### src/rtl/mib_stat_pkg.sv
package mib_stat_pkg;
  localparam int NUM_FRAME = 4;
  localparam int NUM_PHY   = 2;
  localparam int NUM_CNT   = NUM_FRAME + NUM_PHY;

  localparam int ADR_CTRL = 0;

  // control word bit positions
  localparam int CTL_WARN = 0;
  localparam int CTL_FRZ  = 1;
  localparam int CTL_CLR  = 2;
  localparam int CTL_STB  = 3;

  // counter i: frame counters at 1..4, PHY counters at 5 and 7
  function automatic int cnt_addr(int i);
    return (i < NUM_FRAME) ? i + 1 : NUM_FRAME + 1 + 2 * (i - NUM_FRAME);
  endfunction

  // mask register of PHY counter j sits right after that counter
  function automatic int mask_addr(int j);
    return NUM_FRAME + 2 + 2 * j;
  endfunction
endpackage

### src/rtl/mib_sat_counter.sv
module mib_sat_counter #(
  parameter int           W   = 16,
  parameter logic [W-1:0] THR = '1
) (
  input  logic         clk,
  input  logic         rst_n,
  input  logic         clr_all,
  input  logic         rd_clr,
  input  logic         inc,
  output logic [W-1:0] cnt,
  output logic         at_thr
);
  assign at_thr = (cnt >= THR);

  always_ff @(posedge clk or negedge rst_n) begin
    if (!rst_n)              cnt <= '0;
    else if (clr_all)        cnt <= '0;
    else if (rd_clr)         cnt <= inc ? W'(1) : '0;
    else if (inc && !at_thr) cnt <= cnt + 1'b1;
  end
endmodule

### src/rtl/mib_ctrl.sv
module mib_ctrl
  import mib_stat_pkg::*;
(
  input  logic       clk,
  input  logic       rst_n,
  input  logic       wr_en,
  input  logic [3:0] wdata,
  input  logic       any_at_thr,
  output logic       freeze,
  output logic       warn,
  output logic       clr_all,
  output logic       strobe
);
  assign clr_all = wr_en & wdata[CTL_CLR];
  // the strobe needs the bank unfrozen before and after the write
  assign strobe  = wr_en & wdata[CTL_STB] & ~wdata[CTL_FRZ] & ~freeze;

  always_ff @(posedge clk or negedge rst_n) begin
    if (!rst_n) begin
      freeze <= 1'b0;
      warn   <= 1'b0;
    end else begin
      if (wr_en) freeze <= wdata[CTL_FRZ];
      if (any_at_thr)                    warn <= 1'b1;
      else if (wr_en && !wdata[CTL_WARN]) warn <= 1'b0;
    end
  end
endmodule

### src/rtl/mib_phy_mask.sv
module mib_phy_mask #(
  parameter int TYPES  = 32,
  parameter int TYPE_W = $clog2(TYPES)
) (
  input  logic              clk,
  input  logic              rst_n,
  input  logic              wr_en,
  input  logic [TYPES-1:0]  wdata,
  input  logic              err_valid,
  input  logic [TYPE_W-1:0] err_type,
  output logic [TYPES-1:0]  mask,
  output logic              hit
);
  assign hit = err_valid & mask[err_type];

  always_ff @(posedge clk or negedge rst_n) begin
    if (!rst_n)     mask <= '0;
    else if (wr_en) mask <= wdata;
  end
endmodule

### src/rtl/mib_rd_port.sv
module mib_rd_port #(
  parameter int DATA_W = 32
) (
  input  logic              clk,
  input  logic              rst_n,
  input  logic              req_valid,
  input  logic              req_write,
  input  logic              rsp_ready,
  input  logic [DATA_W-1:0] rd_data,
  output logic              req_ready,
  output logic              rd_fire,
  output logic              wr_fire,
  output logic              rsp_valid,
  output logic [DATA_W-1:0] rsp_rdata
);
  assign req_ready = ~rsp_valid | rsp_ready;
  assign rd_fire   = req_valid & req_ready & ~req_write;
  assign wr_fire   = req_valid & req_ready & req_write;

  always_ff @(posedge clk or negedge rst_n) begin
    if (!rst_n) begin
      rsp_valid <= 1'b0;
      rsp_rdata <= '0;
    end else if (rd_fire) begin
      rsp_valid <= 1'b1;
      rsp_rdata <= rd_data;
    end else if (rsp_ready) begin
      rsp_valid <= 1'b0;
    end
  end
endmodule

### src/rtl/mib_stat_bank.sv
module mib_stat_bank
  import mib_stat_pkg::*;
#(
  parameter int                 DATA_W    = 32,
  parameter int                 ADDR_W    = 4,
  parameter int                 FRAME_W   = 16,
  parameter logic [FRAME_W-1:0] FRAME_THR = 16'hC000,
  parameter int                 PHY_W     = 24,
  parameter logic [PHY_W-1:0]   PHY_THR   = 24'hC00000,
  parameter int                 PHY_TYPES = 32,
  parameter int                 TYPE_W    = $clog2(PHY_TYPES)
) (
  input  logic                 clk,
  input  logic                 rst_n,
  input  logic [NUM_FRAME-1:0] evt_pulse,
  input  logic                 phy_err_valid,
  input  logic [TYPE_W-1:0]    phy_err_type,
  input  logic                 req_valid,
  output logic                 req_ready,
  input  logic                 req_write,
  input  logic [ADDR_W-1:0]    req_addr,
  input  logic [DATA_W-1:0]    req_wdata,
  output logic                 rsp_valid,
  input  logic                 rsp_ready,
  output logic [DATA_W-1:0]    rsp_rdata,
  output logic                 irq
);
  logic rd_fire, wr_fire, wr_ctrl;
  logic freeze, warn, clr_all, strobe, any_at_thr;
  logic [NUM_CNT-1:0] at_thr, inc, rd_clr;
  logic [NUM_CNT*DATA_W-1:0] cnt_flat;
  logic [NUM_PHY*DATA_W-1:0] mask_flat;
  logic [NUM_PHY-1:0] phy_hit;
  logic [DATA_W-1:0] rd_mux;

  assign wr_ctrl    = wr_fire & (req_addr == ADDR_W'(ADR_CTRL));
  assign any_at_thr = |at_thr;
  assign irq        = warn | any_at_thr;

  mib_rd_port #(.DATA_W(DATA_W)) u_port (
    .clk(clk), .rst_n(rst_n), .req_valid(req_valid), .req_write(req_write),
    .rsp_ready(rsp_ready), .rd_data(rd_mux), .req_ready(req_ready),
    .rd_fire(rd_fire), .wr_fire(wr_fire), .rsp_valid(rsp_valid),
    .rsp_rdata(rsp_rdata)
  );

  mib_ctrl u_ctrl (
    .clk(clk), .rst_n(rst_n), .wr_en(wr_ctrl), .wdata(req_wdata[3:0]),
    .any_at_thr(any_at_thr), .freeze(freeze), .warn(warn),
    .clr_all(clr_all), .strobe(strobe)
  );

  for (genvar i = 0; i < NUM_CNT; i++) begin : g_rdclr
    assign rd_clr[i] = rd_fire & ~freeze & (req_addr == ADDR_W'(cnt_addr(i)));
  end

  for (genvar i = 0; i < NUM_FRAME; i++) begin : g_frame
    logic [FRAME_W-1:0] cnt;
    assign inc[i] = (evt_pulse[i] | strobe) & ~freeze;
    mib_sat_counter #(.W(FRAME_W), .THR(FRAME_THR)) u_cnt (
      .clk(clk), .rst_n(rst_n), .clr_all(clr_all), .rd_clr(rd_clr[i]),
      .inc(inc[i]), .cnt(cnt), .at_thr(at_thr[i])
    );
    assign cnt_flat[i*DATA_W +: DATA_W] = DATA_W'(cnt);
  end

  for (genvar j = 0; j < NUM_PHY; j++) begin : g_phy
    localparam int K = NUM_FRAME + j;
    logic [PHY_W-1:0]     cnt;
    logic [PHY_TYPES-1:0] mask;
    mib_phy_mask #(.TYPES(PHY_TYPES), .TYPE_W(TYPE_W)) u_mask (
      .clk(clk), .rst_n(rst_n),
      .wr_en(wr_fire & (req_addr == ADDR_W'(mask_addr(j)))),
      .wdata(req_wdata[PHY_TYPES-1:0]), .err_valid(phy_err_valid),
      .err_type(phy_err_type), .mask(mask), .hit(phy_hit[j])
    );
    assign inc[K] = (phy_hit[j] | strobe) & ~freeze;
    mib_sat_counter #(.W(PHY_W), .THR(PHY_THR)) u_cnt (
      .clk(clk), .rst_n(rst_n), .clr_all(clr_all), .rd_clr(rd_clr[K]),
      .inc(inc[K]), .cnt(cnt), .at_thr(at_thr[K])
    );
    assign cnt_flat[K*DATA_W +: DATA_W]  = DATA_W'(cnt);
    assign mask_flat[j*DATA_W +: DATA_W] = DATA_W'(mask);
  end

  always_comb begin
    rd_mux = '0;
    if (req_addr == ADDR_W'(ADR_CTRL)) begin
      rd_mux[CTL_WARN] = warn;
      rd_mux[CTL_FRZ]  = freeze;
    end
    for (int i = 0; i < NUM_CNT; i++)
      if (req_addr == ADDR_W'(cnt_addr(i))) rd_mux = cnt_flat[i*DATA_W +: DATA_W];
    for (int j = 0; j < NUM_PHY; j++)
      if (req_addr == ADDR_W'(mask_addr(j))) rd_mux = mask_flat[j*DATA_W +: DATA_W];
  end
endmodule

### config.mk
export PLATFORM = sky130hd
export DESIGN_NAME = mib_stat_bank
export DESIGN_NICKNAME = d
export VERILOG_FILES = /design/src/rtl/mib_stat_pkg.sv /design/src/rtl/mib_sat_counter.sv /design/src/rtl/mib_ctrl.sv /design/src/rtl/mib_phy_mask.sv /design/src/rtl/mib_rd_port.sv /design/src/rtl/mib_stat_bank.sv
export SDC_FILE = /design/constraint.sdc
export NUM_CORES = 1
export LEC_CHECK = 0
export ABC_AREA = 1
export BUFFER_PORTS_ARGS = -buffer_cell sky130_fd_sc_hd__buf_2
export CAP_MARGIN = 0
export CORE_UTILIZATION = 62
export CTS_CLUSTER_DIAMETER = 50
export DETAILED_ROUTE_END_ITERATION = 8
export HOLD_SLACK_MARGIN = 0.08
export PLACE_DENSITY = 0.81
export SYNTH_ARGS = -nofsm -noshare
export SYNTH_HDL_FRONTEND = slang
export SYNTH_HIERARCHICAL = 1
export SYNTH_SLANG_ARGS = --single-unit
### constraint.sdc
create_clock -name clk -period 3.36 [get_ports clk]
set_input_delay 0.336 -clock clk [delete_from_list [all_inputs] [get_ports clk]]
set_output_delay 0.336 -clock clk [all_outputs]
set_load 0.005 [all_outputs]
==> qor.txt <==
Top Metal Used: met4
Outcome: completed
Min Tclk post-route: 3.03 ns
# diodes: 0
CP required: 3.77 ns
CP Launch Type: flop
Number of global-route vias before repair: 11400
Area of the core: 0.0198 mm2
Routed WL per cell: 18.1 um
Slowest-stage cell, CP: nor3_2
Ordered cell list for the critical path: nand2_4 -> nand2_1 -> nor2_1 -> inv_1 -> nor3_1 -> nand2_1 -> nor3_2 -> nor2_1 -> nor2_1 -> nand2_2 -> nand2_4 -> nand3_1 -> nor2_1 -> nand2_1 -> nand2_1 -> nor2_1
Via/cell ratio: 5.96
Drt first pass iters: 6
# setup viols final: 0
Max_cap viols: 0
Initial antenna violation count: 0
Wire length on met3: 3470 um
GPL Wtd Cong: 1.00
Antenna-violating nets left: 0
Clock latency on the worst-skew pair: 0.54 ns
GR Util All Layers: 35.1%
Average size of a mapped cell: 7.68 um2
Buf/Inv on CP: 1
Iteration-0 DRC Markers: 1284
Worst path max stage delay: 0.49 ns
Leakage: 0.00707 uW
Skew final: 0.0179 ns
Peak supply drop: 463 uV
Setup ws final: 0.328 ns
Initial core utilization: 64.2%
Largest cells by area after synthesis: dfrtp_1, nand2_1, nor2_1
RSZ-0062 raised after global routing: no
Combinational cell fraction of total power: 15.7%
Worst Path Max Fanout: 15
Worst Hold Class: primary input to flop
Crit path max-delay family: simple AND/OR/NAND/NOR gates
CP arrival: 3.45 ns
Net Sw Power: 2330 uW
Resized Gates After CTS: 0
Pwr Density: 536 mW/mm2
Reg power frac: 43.7%
Hold Vio Cnt, Final: 0
Register bit count reported by yosys: 211
Area grow syn2layout: 13.9%
Syn_nets: 1710
Largest net degree at the start of global routing: 88
Clk slew on worst S/H paths: 0.06 ns
Sequential-to-total area share from yosys stat: 41.6%
Clk sinks: 211
Type of the worst setup path: flop to flop
Cts bufs inserted: 28
Most used cell along the critical path: nor2_1
DP HPWL: 25200 um
DP Worst Slack: 0.419 ns
Dpl cell area: 0.0132 mm2
H-tree levels: 1
Design area: 0.0145 mm2
Synth cell types: 41
Synth Warn #: 6
Switching part of the total: 30.1%
Pint: 5410 uW
Layout Nets: 1808
Buffers on Ports: 85
Post-CTS setup buffer count: 0
Num rows: 51
Setup TNS: 0 ns
Root Driver: clkbuf_16
Layout cells sized above 1: 19.5%
Detailed Route WL: 36800 um
Fmax: 0.330 GHz
Max-slew violation count: 0
Via count: 12100
Leading area contributor after synthesis: dfrtp_1
Remaining DRCs: 0
Post-synth top area share: 41.6%
Gate Count Post-Synth: 1653
Post-CTS Hold Buffers: 27
Worst Tran Pin Value: 0.935 ns
Die Wd: 145 um
Clock tree from TritonCTS: built
Final Power: 7740 uW
Clock power share: 40.6%
Metal-1 WL: 15000 um
Tcrit/Tclk final: 90.2%
Area of the die: 0.0211 mm2
Max-slew headroom: 37.5%
First-pass GRT wire length: 59400 um
Critical Path End Type: flop
I/O Pins: 86
DR WL met2: 16500 um
Die Y: 145 um
Reg2Reg Setup Slack: 0.33 ns
Grt ovf: 0
Mapped Area: 0.0127 mm2
Bufs on Longest Clock Path: 3
through the flow:
step	util [%]	std cells	hold slack [ns]
floorplan	-	1653	0.0404
global placement	66.7	1959	0.439
detailed placement	66.7	1959	0.448
CTS	73.1	2037	0.0823
global route	73.1	2037	0.0911
finish	73.1	2037	0.104
kinds of logic (layout without fill, tap and decap cells):
| group | after synthesis | after routing | synth area share [%] |
|---|---|---|---|
| compound gates | 133 | 133 | 6.13 |
| fa+ha+maj | 6 | 6 | 0.591 |
| mux | 60 | 60 | 5.32 |
| xor+xnor | 8 | 8 | 0.552 |
| flops | 211 | 211 | 41.6 |
| buf+inv | 191 | 310 | 7.34 |
| simple gates | 1044 | 1044 | 38.5 |
power by group through the flow:
stage          logic (uW)  clock network (uW)  registers, uW
2_1_floorplan         860                   0           3250
3_3_place_gp         1100                   0           3390
3_5_place_dp         1150                   0           3400
4_1_cts              1190                3170           3370
5_1_grt              1340                3290           3430
6_report             1210                3140           3390
per-layer routing:
metal  global-route usage, %  vias up
met3                    5.00      133
met4                    15.9        0
met2                    53.8      662
met1                    49.4     5732
met5                       0        -
li1                        -     5607
cells in the mapped netlist:
library cell    n
nand2_1       470
nor2_1        235
dfrtp_1       211
nand3_1       122
inv_1         116
nand4_1        82
mux2_2         60
a21oi_1        52
buf_2          41
nor2_2         40
o21ai_0        25
nand2_2        21
o21ai_1        19
nand3_2        18
o211ai_1       17
nand2_4        15
nor2_4         15
inv_2          10
buf_6           9
a22o_1          8
nor3_1          8
ha_1            6
a21oi_2         4
buf_12          4
clkbuf_1        4
nor3b_1         4
nor4_1          4
o21bai_1        4
xnor2_1         4
xor2_1          4
buf_4           3
or2_0           3
a211o_1         2
inv_4           2
inv_8           2
nor2_8          2
nor3_2          2
o221ai_1        2
nand3_4         1
nor3_4          1
or2_2           1
layout make-up:
class	count	area [um2]
Multi-Input combinational cell	1251	6500
Tap cell	265	332
Timing Repair Buffer	129	845
Inverter	130	508
Clock inverter	13	188
Fill cell	1513	5320
Clock buffer	38	810
Sequential cell	211	5280
cells in the final DEF (no fill, tap or decap), drive strengths merged:
master,n
nor4,4
inv,131
clkinv,2
nor3b,4
dfrtp,211
nor2,292
o211ai,17
a21oi,56
clkbuf,39
bufinv,4
or2,4
buf,101
nand2,506
o21bai,4
ha,6
nand4,82
o21ai,44
clkinvlp,6
o221ai,2
xor2,4
a22o,8
nor3,11
a211o,2
nand3,141
dlygate4sd3,27
xnor2,4
mux2,60
worst paths after layout:
path	startpoint	cells after the start	end
worst max-delay path	u_port/rsp_valid	16	g_phy[1].u_cnt/cnt[14]
worst min-delay path	req_wdata[19]	2	g_phy[0].u_mask/mask[19]
worst max register to register	u_port/rsp_valid	16	g_phy[1].u_cnt/cnt[14]
worst min register to register	u_port/rsp_rdata[19]	2	u_port/rsp_rdata[19]
max in group asynchronous	rst_n	3	g_phy[1].u_mask/mask[10]
min in group asynchronous	rst_n	2	g_frame[1].u_cnt/cnt[11]
registers in the layout (all words and copies together) (netlist names):
name	cells
g_phy.u_mask/mask	64
u_ctrl/freeze	1
u_port/rsp_rdata	32
g_frame.u_cnt/cnt	64
u_port/rsp_valid	1
g_phy.u_cnt/cnt	48
u_ctrl/warn	1
No activity file was read; power rests on OpenSTA's default activity.
